**config.mk**
```make
export PLATFORM = sky130hd
export DESIGN_NAME = cal_alarm_match
export DESIGN_NICKNAME = d
export VERILOG_FILES = /design/src/rtl/cal_alarm_match.sv
export SDC_FILE = /design/constraint.sdc
export NUM_CORES = 1
export LEC_CHECK = 0
export BUFFER_PORTS_ARGS = -buffer_cell sky130_fd_sc_hd__buf_2
export CORE_ASPECT_RATIO = 1.75
export CORE_MARGIN = 2
export CORE_UTILIZATION = 53
export CTS_BUF_LIST = sky130_fd_sc_hd__clkbuf_4 sky130_fd_sc_hd__clkbuf_8
export CTS_CLUSTER_SIZE = 20
export DETAILED_ROUTE_END_ITERATION = 6
export PLACE_DENSITY = 0.81
export SLEW_MARGIN = 20
export SYNTH_ARGS = -nofsm -noshare
export SYNTH_HDL_FRONTEND = slang
export SYNTH_SLANG_ARGS = --single-unit
```
**constraint.sdc**
```tcl
create_clock -name clk -period 1.8 [get_ports clk]
set_input_delay 0.18 -clock clk [delete_from_list [all_inputs] [get_ports clk]]
set_output_delay 0.18 -clock clk [all_outputs]
set_load 0.05 [all_outputs]
```
**src/rtl/cal_alarm_match.sv**
```systemverilog
module cal_alarm_match #(
  parameter int AW = 3
) (
  input  logic          clk,
  input  logic          rst_n,
  input  logic          tick,
  input  logic [6:0]    cur_min,
  input  logic [5:0]    cur_hour,
  input  logic [5:0]    cur_day,
  input  logic [2:0]    cur_wday,
  input  logic          wr_en,
  input  logic [AW-1:0] wr_addr,
  input  logic [7:0]    wr_data,
  input  logic [AW-1:0] rd_addr,
  output logic [7:0]    rd_data,
  output logic          irq_n
);
  localparam logic [AW-1:0] A_MIN  = AW'(0);
  localparam logic [AW-1:0] A_HOUR = AW'(1);
  localparam logic [AW-1:0] A_DAY  = AW'(2);
  localparam logic [AW-1:0] A_WDAY = AW'(3);
  localparam logic [AW-1:0] A_CTRL = AW'(4);

  logic [6:0] al_min;
  logic [5:0] al_hour;
  logic [5:0] al_day;
  logic [2:0] al_wday;
  logic [3:0] skip;
  logic       ie_q;
  logic       flag_q;

  logic [3:0] hit;
  logic       match;
  logic       set_now;
  logic       clr_now;

  assign hit[0] = skip[0] | (al_min  == cur_min);
  assign hit[1] = skip[1] | (al_hour == cur_hour);
  assign hit[2] = skip[2] | (al_day  == cur_day);
  assign hit[3] = skip[3] | (al_wday == cur_wday);

  assign match   = (&hit) & ~(&skip);
  assign set_now = tick & match;
  assign clr_now = wr_en & (wr_addr == A_CTRL) & ~wr_data[0];

  always_ff @(posedge clk or negedge rst_n) begin
    if (!rst_n) begin
      al_min  <= '0;
      al_hour <= '0;
      al_day  <= '0;
      al_wday <= '0;
      skip    <= '1;
      ie_q    <= 1'b0;
    end else if (wr_en) begin
      case (wr_addr)
        A_MIN:  begin al_min  <= wr_data[6:0]; skip[0] <= wr_data[7]; end
        A_HOUR: begin al_hour <= wr_data[5:0]; skip[1] <= wr_data[7]; end
        A_DAY:  begin al_day  <= wr_data[5:0]; skip[2] <= wr_data[7]; end
        A_WDAY: begin al_wday <= wr_data[2:0]; skip[3] <= wr_data[7]; end
        A_CTRL: ie_q <= wr_data[1];
        default: ;
      endcase
    end
  end

  always_ff @(posedge clk or negedge rst_n) begin
    if (!rst_n)       flag_q <= 1'b0;
    else if (set_now) flag_q <= 1'b1;
    else if (clr_now) flag_q <= 1'b0;
  end

  assign irq_n = ~(flag_q & ie_q);

  always_comb begin
    case (rd_addr)
      A_MIN:   rd_data = {skip[0], al_min};
      A_HOUR:  rd_data = {skip[1], 1'b0, al_hour};
      A_DAY:   rd_data = {skip[2], 1'b0, al_day};
      A_WDAY:  rd_data = {skip[3], 4'b0, al_wday};
      A_CTRL:  rd_data = {6'b0, ie_q, flag_q};
      default: rd_data = 8'h00;
    endcase
  end

  p_set_on_tick_r4: assert property (@(posedge clk) disable iff (!rst_n)
    $rose(flag_q) |-> $past(tick));

  p_sticky_r5: assert property (@(posedge clk) disable iff (!rst_n)
    (flag_q && !(wr_en && wr_addr == A_CTRL)) |=> flag_q);

  p_clear_r6: assert property (@(posedge clk) disable iff (!rst_n)
    (clr_now && !tick) |=> !flag_q);

  p_irq_r7: assert property (@(posedge clk) disable iff (!rst_n)
    ($rose(flag_q) && ie_q) |-> !irq_n);

  p_all_skip_r8: assert property (@(posedge clk) disable iff (!rst_n)
    (&skip && !flag_q && !(wr_en && wr_addr <= A_WDAY)) |=> !flag_q);
endmodule

```
==> summary.txt, run 1 <==
Floorplanning
  – I/O pins: approximately 50
  – Area of the core: 2895 µm²
  – Starting utilization of the core area: 54.58%
  – Chip height: 76.24 µm
  – Number of placement rows: 26
  – Total Die Area: 3452 µm²
  – Width of the die: 45.28 µm

Power and ir drop
  – Total power: 1.921 mW
  – Clock Power Share: approximately a fifth
  – Peak supply drop: a little under 0.7 mV
  – Reported leakage power: 0.8874 nW
  – Combinational share of power: 30.7%
  – Int Pwr: 1.258 mW
  – Net switching fraction of the power: 34.50%
  – Pwr dens: 1010 nW/µm²
  – Switch Pwr: 0.6629 mW
  – Relative contribution of sequential cells to total power: approximately 49%

Synth
  – Post-Syn Area: 1580 µm²
  – Cell type with the largest total area after synthesis: sky130_fd_sc_hd__dfrtp_1
  – Average size of a mapped cell: ~12 µm²
  – Cells after synthesis: 131
  – Share of the synthesized area in the top cell type: between 30% and 40%
  – Predominant post-synthesis flop cell: sky130_fd_sc_hd__dfrtp_1
  – Net count of the mapped netlist: 171
  – Yosys warning count: 0
  – Leading cell types by total area after synthesis: sky130_fd_sc_hd__dfrtp_1 38%, sky130_fd_sc_hd__mux2_1 19%, sky130_fd_sc_hd__xor2_1 8.3%
  – Post-synth top cells: 26 x sky130_fd_sc_hd__mux2_1, 24 x sky130_fd_sc_hd__dfrtp_1, 15 x sky130_fd_sc_hd__xor2_1, 9 x sky130_fd_sc_hd__nor2_1, 7 x sky130_fd_sc_hd__xnor2_1
  – Fraction of the yosys area taken by sequential cells: 44.66%
  – Count of state elements after synthesis: 28
  – Number of enable-type register cells in the synthesized netlist: 0
  – Fraction of registers with async set or reset after synthesis: 100.0%
  – Count of distinct cell types in the synthesized netlist: 31
  – Leading cell type by number of instances after synthesis: sky130_fd_sc_hd__mux2_1

Timing
  – Total negative setup slack: 0 ns
  – Final-report max-slew violation count: 0
  – Slew HR: 57.06%
  – Setup Skew: 0.003342 ns
  – Unrepaired setup endpoints after global routing: false
  – Final hold viol count: 0
  – Final period utilization: 95.13%
  – Number of failing setup endpoints in the final timing report: 0
  – Post-layout minimum cycle time: 1.712 ns
  – FMAX: ~0.6 GHz
  – Worst Tran Pin Value: 0.6441 ns

Drt
  – Iteration-0 DRC Markers: 31
  – DRT Pass-1 Iters: 4
  – Routed wirelength normalized by instance count: 18.45 µm
  – Post-detailed-routing wire length: about 3.8 mm
  – Total via count in the routed design: about 1,200
  – Antenna-violating nets left: 0
  – DR vias/cell: 5.880
  – Drc violations: 0

Worst setup path
  – Endpoint of the most critical register-to-register path: flag_q
  – Length in cells of the worst reg-to-reg path: 4
  – End point of the critical path: rd_data[2]
  – Kind of capture point of the worst setup path: primary output
  – Crit Path Class: register to primary output
  – Reg-to-reg startpoint: al_min[6]
  – R2R setup slack: 0.28 ns
  – Critical Path Fanout Max: 3
  – Critical path origin: al_wday[2]
  – Crit path DAT: roughly 1.5 ns
  – Req. time, crit path: 1.62 ns
  – Critical path startpoint category: register

GRT
  – Aggregate global routing overflow: 0
  – Antenna violations before repair: 0
  – Pin count of the biggest net entering global routing: 29
  – Number of global-route vias before repair: approximately 1,300
  – Aggregate global-route resource usage: 24.12%
  – First-pass GRT wire length: 6.085 mm

Final layout
  – Post-layout nets: 221
  – Syn-to-layout area delta: 20.35%
  – Design area: 1902 µm²
  – Area used by sequential logic in the layout: between 700 and 800 µm²
  – Share of final-layout standard cells stronger than drive strength 1: 35.56%
  – Diode count: 0
  – Finished Layout Cells: 208
  – Area of combinational cells with multiple inputs: 852.1 µm²
  – Number of fill cells: 240

Place
  – Post-detailed-placement half-perimeter wirelength: 3.091 mm
  – Number of I/O port buffers: 48
  – Placement Cell Area: about 1800 µm²
  – Number of placed instances, taps included: 203
  – Routability Congestion: 0.8219

Clock tree
  – Inserted Clock Buffers: 3
  – Clock-pin slew on the worst setup and hold paths: 0.10 ns
  – Clock latency on the worst-skew pair: 0.28 ns
  – Clock Sink Count: 28
  – CTS Buffer Depth: 2
  – TritonCTS clock tree: yes
  – H-tree levels: 1
  – Cell at the root of the clock tree: sky130_fd_sc_hd__clkbuf_8

Hold path
  – Hold Path Class: input port to register

Run status
  – Outcome: finished clean

Run
  – Max-capacitance violation count: 0
## state kept, by name, summed over array words and instances, names as in the netlist
signal and count:
al_wday 3, al_min 7, al_hour 6, flag_q 1, skip 4, al_day 6
ie_q 1
## layout make-up
cell class / count / share of cell area [%]
multi-input combinational: 98 / 44.80
sequential: 28 / 37.11
timing repair buffer: 49 / 13.16
clock buffer: 4 / 2.895
tap: 28 / 1.842
inverter: 1 / 0.1974
## placed cells by master (no fill, tap or decap)
| cell | instances |
|---|---|
| sky130_fd_sc_hd__buf_2 | 48 |
| sky130_fd_sc_hd__mux2_1 | 26 |
| sky130_fd_sc_hd__dfrtp_1 | 24 |
| sky130_fd_sc_hd__xor2_1 | 15 |
| sky130_fd_sc_hd__nor2_1 | 9 |
| sky130_fd_sc_hd__xnor2_1 | 7 |
| sky130_fd_sc_hd__nand2_1 | 5 |
| sky130_fd_sc_hd__clkbuf_8 | 4 |
| sky130_fd_sc_hd__dfstp_2 | 4 |
| sky130_fd_sc_hd__mux4_2 | 3 |
| sky130_fd_sc_hd__nand3_1 | 3 |
| sky130_fd_sc_hd__a31oi_1 | 3 |
| sky130_fd_sc_hd__mux2i_1 | 3 |
| sky130_fd_sc_hd__a21oi_1 | 3 |
| sky130_fd_sc_hd__and2_1 | 3 |
| sky130_fd_sc_hd__nor2b_1 | 2 |
| sky130_fd_sc_hd__nor4_1 | 2 |
| sky130_fd_sc_hd__mux2_2 | 2 |
| sky130_fd_sc_hd__inv_1 | 1 |
| sky130_fd_sc_hd__a22oi_1 | 1 |
| sky130_fd_sc_hd__o22ai_1 | 1 |
| sky130_fd_sc_hd__and3_1 | 1 |
| sky130_fd_sc_hd__and3b_1 | 1 |
| sky130_fd_sc_hd__nor2_4 | 1 |
| sky130_fd_sc_hd__nor3_1 | 1 |
| sky130_fd_sc_hd__nand4_1 | 1 |
| sky130_fd_sc_hd__o211ai_1 | 1 |
| sky130_fd_sc_hd__nor4_2 | 1 |
| sky130_fd_sc_hd__a41oi_1 | 1 |
| sky130_fd_sc_hd__o21ai_0 | 1 |
| sky130_fd_sc_hd__o41ai_2 | 1 |
| sky130_fd_sc_hd__dlygate4sd3_1 | 1 |
## power by group through the flow
stage               clock network, mW  logic (mW)  registers [mW]
CTS                             0.407       0.596           0.931
finish                          0.400       0.589           0.932
detailed placement                  0       0.592           0.944
global route                    0.429       0.636           0.950
floorplan                           0       0.437           0.894
global placement                    0       0.570           0.925
## worst min-delay path by stage
| stage | from | to | slack, ns | depth (start not counted) |
|---|---|---|---|---|
| finish | wr_data[6] | al_min[6] | 0.11 | 2 |
| global route | wr_data[6] | al_min[6] | 0.11 | 2 |
| CTS | wr_data[6] | al_min[6] | 0.11 | 2 |
| detailed placement | rst_n | al_min[2] | 0.23 | 1 |
| global placement | rst_n | al_min[2] | 0.22 | 1 |
| floorplan | rst_n | al_day[0] | -0.12 | 0 |
## kinds of logic after synthesis
family / count (synthesis) / share of synthesized area, %
flops: 28 / 44.66
xor+xnor: 22 / 12.19
mux: 34 / 26.13
compound gates: 12 / 5.385
simple gates: 30 / 10.21
buf+inv: 5 / 1.424
## repair_timing
action | CTS | global route
hold endpoints to repair | 24 | 0
buffers inserted | 0 | 0
gates resized for setup | 0 | 0
hold buffers | 1 | 0
## per-stage QoR
| step | setup slack, ns | hold slack, ns | utilization (%) |
|---|---|---|---|
| floorplan | 0.2056 | -0.1156 | - |
| global placement | 0.2884 | 0.2182 | 63.44 |
| detailed placement | 0.2584 | 0.2334 | 63.44 |
| CTS | 0.07755 | 0.1073 | 65.69 |
| global route | 0.03549 | 0.1064 | 65.69 |
| finish | 0.08760 | 0.1076 | 65.69 |
## critical path, stage by stage (launching register included)
cell and delay [ns]:
sky130_fd_sc_hd__dfrtp_1 0.42, sky130_fd_sc_hd__mux4_2 0.47, sky130_fd_sc_hd__and2_1 0.16, sky130_fd_sc_hd__buf_2 0.20
## routing by layer
metal  share of wire (%)  GRT usage [%]  vias up  routed length, µm
li1                    -              -      566                  -
met5                   0              0        -                  0
met1                  36          26.61      601               1369
met4                 3.3          10.88        0                125
met2                  57          42.86       43               2199
met3                 3.7          3.081       13                142
(Power assumes the default switching activity.)
==> run 2, diff against run 1 <==
- CORE_UTILIZATION: 53 -> 57
- PLACE_DENSITY: 0.81 -> 0.87
- clock period: 1.8 -> 2 ns (I/O delays scaled with it)
==> summary.txt, run 2 (same netlist as run 1, synthesis figures left out) <==
Run status
  – Outcome: finished clean

Final layout
  – Number of flip-flops in the largest register: 7 (unchanged)
  – Share of final-layout standard cells stronger than drive strength 1: 35.56% (unchanged)
  – Diode count: 0 (unchanged)
  – Largest registers: al_min (7), al_day (6), al_hour (6)
  – Most common cell after layout, fill and taps aside: sky130_fd_sc_hd__buf_2
  – Area of combinational cells with multiple inputs: 852.1 µm² (unchanged)
  – Area used by sequential logic in the layout: 705.7 µm² (unchanged)
  – Finished Layout Cells: 207 (-0.48%)
  – Largest Register: al_min
  – Syn-to-layout area delta: 20.27% (about the same)
  – Most frequent cells in the layout: 48 x sky130_fd_sc_hd__buf_2, 26 x sky130_fd_sc_hd__mux2_1, 24 x sky130_fd_sc_hd__dfrtp_1
  – Number of fill cells: 199 (-17%)
  – Post-layout nets: 221 (unchanged)

Worst setup path
  – End point of the critical path: rd_data[7]
  – Path length in cells of the critical path: 3 (unchanged)
  – Critical path's top delay family: multiplexers
  – Crit Path Class: register to primary output
  – R2R setup slack: 0.48 ns (+0.20 ns)
  – Critical Path Fanout Max: 4 (+1)
  – Length in cells of the worst reg-to-reg path: 4 (unchanged)
  – Largest stage delay, worst path: 0.46 ns (about the same)
  – Req. time, crit path: 1.80 ns (+0.18 ns)
  – Crit path DAT: 1.51 ns (-0.02 ns)
  – Kind of capture point of the worst setup path: primary output
  – Critical path startpoint category: register
  – Critical-path cell with the highest stage delay: sky130_fd_sc_hd__mux4_2
  – Reg-to-reg startpoint: al_min[6]
  – Worst Path Buf+Inv: 1 (unchanged)
  – Cell Chain, Critical Path: mux4_2 > and2_1 > buf_2
  – Endpoint of the most critical register-to-register path: flag_q
  – Critical path origin: skip[3]

Clock tree
  – Clock-pin slew on the worst setup and hold paths: 0.10 ns (about the same)
  – TritonCTS clock tree: yes
  – CTS Buffer Depth: 2 (unchanged)
  – Inserted Clock Buffers: 3 (unchanged)
  – H-tree levels: 1 (unchanged)
  – Cell at the root of the clock tree: sky130_fd_sc_hd__clkbuf_8
  – Clock Sink Count: 28 (unchanged)
  – Clock latency on the worst-skew pair: 0.28 ns (about the same)

Timing
  – Final hold viol count: 0 (unchanged)
  – Final period utilization: roughly 85%
  – FMAX: 0.5855 GHz
  – Final-report max-slew violation count: 0 (unchanged)
  – Unrepaired setup endpoints after global routing: false
  – Total negative setup slack: 0 ns (unchanged)
  – Worst Tran Pin Value: 0.6347 ns (-0.009391 ns)
  – Slew HR: 57.69% (+0.63 points)
  – Number of failing setup endpoints in the final timing report: 0 (unchanged)
  – Post-layout minimum cycle time: 1.708 ns
  – Setup Skew: 0.007894 ns (+0.004552 ns)

GRT
  – Number of global-route vias before repair: 1,309 (-1.4%)
  – Aggregate global routing overflow: 0 (unchanged)
  – Pin count of the biggest net entering global routing: 29 (unchanged)
  – Antenna violations before repair: 0 (unchanged)
  – First-pass GRT wire length: 6.120 mm (+0.58%)
  – Aggregate global-route resource usage: 25.41% (+1.3 points)

Floorplanning
  – I/O pins: 49 (unchanged)
  – Starting utilization of the core area: 59.44% (+4.9 points)
  – Number of placement rows: 25 (-3.8%)
  – Chip height: 73.66 µm (-3.4%)
  – Width of the die: 43.80 µm (-3.3%)
  – Area of the core: 2659 µm² (-8.2%)
  – Total Die Area: 3226 µm² (-6.5%)

Drt
  – DRT Pass-1 Iters: 4 (unchanged)
  – Total via count in the routed design: 1,240 (+1.4%)
  – Met2 WL post-DR: 2.094 mm (-4.8%)
  – Total met3 wirelength after detailed routing: 168 µm (+18%)
  – Antenna-violating nets left: 0 (unchanged)
  – Iteration-0 DRC Markers: 51 (+65%)
  – Post-detailed-routing wire length: 3.839 mm (about the same)
  – Drc violations: 0 (unchanged)
  – DR vias/cell: 5.990 (+1.9%)
  – Topmost layer with routed signal wires: met4
  – Routed wirelength normalized by instance count: 18.55 µm (+0.54%)
  – Routed length on met1: 1.474 mm (+7.7%)

Place
  – Routability Congestion: 0.8567 (+4.2%)
  – Number of I/O port buffers: 48 (unchanged)
  – Number of placed instances, taps included: 202 (-0.49%)
  – Post-detailed-placement half-perimeter wirelength: 2.995 mm (-3.1%)

Power and ir drop
  – Int Pwr: 1.132 mW (-10%)
  – Relative contribution of sequential cells to total power: 48.6% (about the same)
  – Peak supply drop: 0.5906 mV (-15%)
  – Clock Power Share: 20.4% (-0.4 points)
  – Pwr dens: 910.5 nW/µm² (-9.9%)
  – Switch Pwr: 0.5984 mW (-9.7%)
  – Net switching fraction of the power: 34.58% (+0.076 points)
  – Reported leakage power: 0.8874 nW (unchanged)
  – Combinational share of power: 31.0% (+0.3 points)

Hold path
  – Hold Path Class: input port to register
  – Worst hold path cell count: 2 (unchanged)

Run
  – Max-capacitance violation count: 0 (unchanged)
[run 2: cell counts in the layout (fill, tap and decap cells not counted)]
Identical to the previous run, type by type.
[run 2: per-stage QoR]
| stage | area, µm² | utilization (%) | worst slack, ns | power, mW | hold WS (ns) |
|---|---|---|---|---|---|
| floorplan | 1580 | - | 0.3656 | 1.198 | -0.09559 |
| global placement | 1836 | 69.04 | 0.4475 | 1.346 | 0.2380 |
| detailed placement | 1836 | 69.04 | 0.4255 | 1.381 | 0.2460 |
| CTS | 1901 | 71.48 | 0.2867 | 1.731 | 0.1411 |
| global route | 1901 | 71.48 | 0.2239 | 1.805 | 0.1486 |
| finish | 1901 | 71.48 | 0.2922 | 1.730 | 0.1352 |
[run 2: worst min path at each step]
stage | startpoint | endpoint
finish | wr_data[6] | al_min[6]
global placement | rst_n | al_min[3]
CTS | wr_data[6] | al_min[6]
global route | wr_data[6] | al_min[6]
detailed placement | rst_n | al_min[4]
floorplan | rst_n | al_day[0]
[run 2: layout make-up]
| type | instances | share of cell area [%] |
|---|---|---|
| clock buffers | 4 | 2.897 |
| inverters | 1 | 0.1975 |
| multi-input cells | 98 | 44.83 |
| flip-flops and latches | 28 | 37.13 |
| well taps | 27 | 1.777 |
| repair buffers | 49 | 13.17 |
[run 2: repair_timing]
item | 4_1_cts | 5_1_grt
gates resized for setup | 0 | 0
buffers inserted | 0 | 0
hold buffers | 1 | 0
hold endpoints to repair | 24 | 0
[run 2: power by group through the flow]
stage	Combinational [mW]	Clock [mW]	Sequential, mW
6_report	0.536	0.353	0.841
4_1_cts	0.540	0.353	0.839
2_1_floorplan	0.393	0	0.805
5_1_grt	0.576	0.374	0.856
3_3_place_gp	0.513	0	0.833
3_5_place_dp	0.532	0	0.848
[run 2: layer usage]
layer	vias to the layer above	GRT usage [%]
met5	-	0
met4	0	12.46
met3	11	2.948
met2	47	43.79
met1	616	30.48
li1	566	-
==> run 3, diff against run 2 <==
- RECOVER_POWER: unset -> 100
==> summary.txt, run 3 (same netlist as run 1, synthesis figures left out) <==
Run status
  – Outcome: finished clean

Worst setup path
  – Crit Path Class: register to primary output
  – Reg-to-reg startpoint: al_min[6]
  – Req. time, crit path: 1.80 ns (about the same)
  – Kind of capture point of the worst setup path: primary output
  – R2R setup slack: 0.48 ns (about the same)
  – Critical path startpoint category: register
  – Crit path DAT: 1.53 ns (+0.02 ns)
  – Critical Path Fanout Max: 4 (unchanged)
  – Critical path origin: skip[3]

Final layout
  – Design area: 1884 µm² (-0.86%)
  – Number of flip-flops in the largest register: 7 (unchanged)
  – Largest Register: al_min
  – Syn-to-layout area delta: 19.24%
  – Most common cell after layout, fill and taps aside: sky130_fd_sc_hd__buf_2
  – Post-layout nets: 221 (unchanged)
  – Most frequent cells in the layout: 36 x sky130_fd_sc_hd__buf_2, 26 x sky130_fd_sc_hd__mux2_1, 24 x sky130_fd_sc_hd__dfrtp_1
  – Finished Layout Cells: 207 (unchanged)
  – Share of final-layout standard cells stronger than drive strength 1: 31.11% (-4.4 points)
  – Largest registers: al_min (7), al_day (6), al_hour (6)
  – Post-layout utilization of the core: 70.87% (-0.61 points)
  – Diode count: 0 (unchanged)

Drt
  – Post-detailed-routing wire length: 3.829 mm (-0.26%)
  – Routed length on met1: 1.402 mm (-4.9%)
  – Total via count in the routed design: 1,242 (+0.16%)
  – Total met3 wirelength after detailed routing: 189 µm (+13%)
  – Topmost layer with routed signal wires: met4
  – DR vias/cell: 6.000 (+0.16%)
  – Antenna-violating nets left: 0 (unchanged)
  – DRT Pass-1 Iters: 4 (unchanged)
  – Drc violations: 0 (unchanged)
  – Iteration-0 DRC Markers: 52 (+2.0%)
  – Routed wirelength normalized by instance count: 18.50 µm (-0.26%)
  – Met2 WL post-DR: 2.119 mm (+1.2%)

GRT
  – Antenna violations before repair: 0 (unchanged)
  – Number of global-route vias before repair: 1,309 (unchanged)
  – Aggregate global-route resource usage: 25.41% (unchanged)
  – Pin count of the biggest net entering global routing: 29 (unchanged)
  – Aggregate global routing overflow: 0 (unchanged)
  – First-pass GRT wire length: 6.120 mm (unchanged)

Clock tree
  – Clock latency on the worst-skew pair: 0.27 ns (about the same)
  – Gates resized, CTS repair: 0 (unchanged)
  – Inserted Clock Buffers: 3 (unchanged)
  – CTS Buffer Depth: 2 (unchanged)
  – Cell at the root of the clock tree: sky130_fd_sc_hd__clkbuf_8
  – Clock Sink Count: 28 (unchanged)
  – TritonCTS clock tree: yes
  – H-tree levels: 1 (unchanged)
  – Clock-pin slew on the worst setup and hold paths: 0.10 ns (about the same)

Floorplanning
  – Area of the core: 2659 µm² (unchanged)
  – Width of the die: 43.80 µm (unchanged)
  – Number of placement rows: 25 (unchanged)
  – Total Die Area: 3226 µm² (unchanged)
  – I/O pins: 49 (unchanged)
  – Starting utilization of the core area: 59.44% (unchanged)
  – Chip height: 73.66 µm (unchanged)

Timing
  – Post-layout minimum cycle time: 1.734 ns (+0.02622 ns)
  – Worst Tran Pin Value: 0.7415 ns (+0.1068 ns)
  – Final period utilization: 86.70% (+1.3 points)
  – FMAX: 0.5767 GHz (-1.5%)
  – Slew HR: 50.39% (-7.3 points)
  – Number of failing setup endpoints in the final timing report: 0 (unchanged)
  – Final-report max-slew violation count: 0 (unchanged)
  – Setup Skew: 0.003782 ns (-0.004112 ns)
  – Final hold viol count: 0 (unchanged)
  – Total negative setup slack: 0 ns (unchanged)
  – Unrepaired setup endpoints after global routing: false
  – Worst hold slack: 0.1381 ns (+0.002822 ns)
  – Min setup slack post-route: 0.2660 ns (-0.02622 ns)

Power and ir drop
  – Reported leakage power: 0.8618 nW (-2.9%)
  – Total power: 1.723 mW (-0.41%)
  – Pwr dens: 914.5 nW/µm² (+0.45%)
  – Peak supply drop: 0.5867 mV (-0.66%)

Hold path
  – Hold Path Class: input port to register
  – Min-delay src: wr_data[6]

Place
  – Number of placed instances, taps included: 202 (unchanged)
  – Worst setup slack after placement: 0.4255 ns (unchanged)
  – Number of I/O port buffers: 48 (unchanged)
  – Placement Cell Area: 1836 µm² (unchanged)
  – Routability Congestion: 0.8567 (unchanged)
  – Post-detailed-placement half-perimeter wirelength: 2.995 mm (unchanged)

Run
  – Max-capacitance violation count: 0 (unchanged)
[run 3: cell types whose count changed in the layout (fill, tap and decap cells not counted), sizes merged]
| cell | change |
|---|---|
| buf | -12 |
| clkbuf | +12 |
[run 3: layout make-up]
type	instances	area, µm²
multi-input combinational	98	844.6
inverter	1	3.754
fill	205	774.5
sequential	28	705.7
clock buffer	4	55.05
timing repair buffer	49	241.5
tap	27	33.78
[run 3: routing by layer]
layer  vias to the layer above  global-route usage, %
met4                         0                  12.46
met5                         -                      0
met1                       612                  30.48
li1                        566                      -
met3                        14                  2.948
met2                        50                  43.79
[run 3: power breakdown]
part / leakage [nW] / switching [mW] / internal [mW]
combinational: 0.502 / 0.290 / 0.241
clock: 0.0288 / 0.175 / 0.176
sequential: 0.331 / 0.132 / 0.710
total: 0.862 / 0.596 / 1.13
[run 3: path summary, 6_finish.rpt]
check	depth (start not counted)	endpoint
hold reg to reg	1	ie_q
max in group asynchronous	2	al_wday[0]
setup / recovery	3	rd_data[7]
hold / removal	2	al_min[6]
min in group asynchronous	2	al_min[4]
setup reg to reg	4	flag_q
[run 3: critical path, cell delays in order, from the launching register on]
cell and delay, ns:
sky130_fd_sc_hd__dfstp_2 0.40, sky130_fd_sc_hd__mux4_2 0.47, sky130_fd_sc_hd__and2_1 0.17, sky130_fd_sc_hd__clkbuf_2 0.23
[run 3: repair_timing]
| item | 4_1_cts | 5_1_grt |
|---|---|---|
| hold buffers | 1 | 0 |
| hold endpoints to repair | 24 | 0 |
| buffers inserted | 0 | 0 |
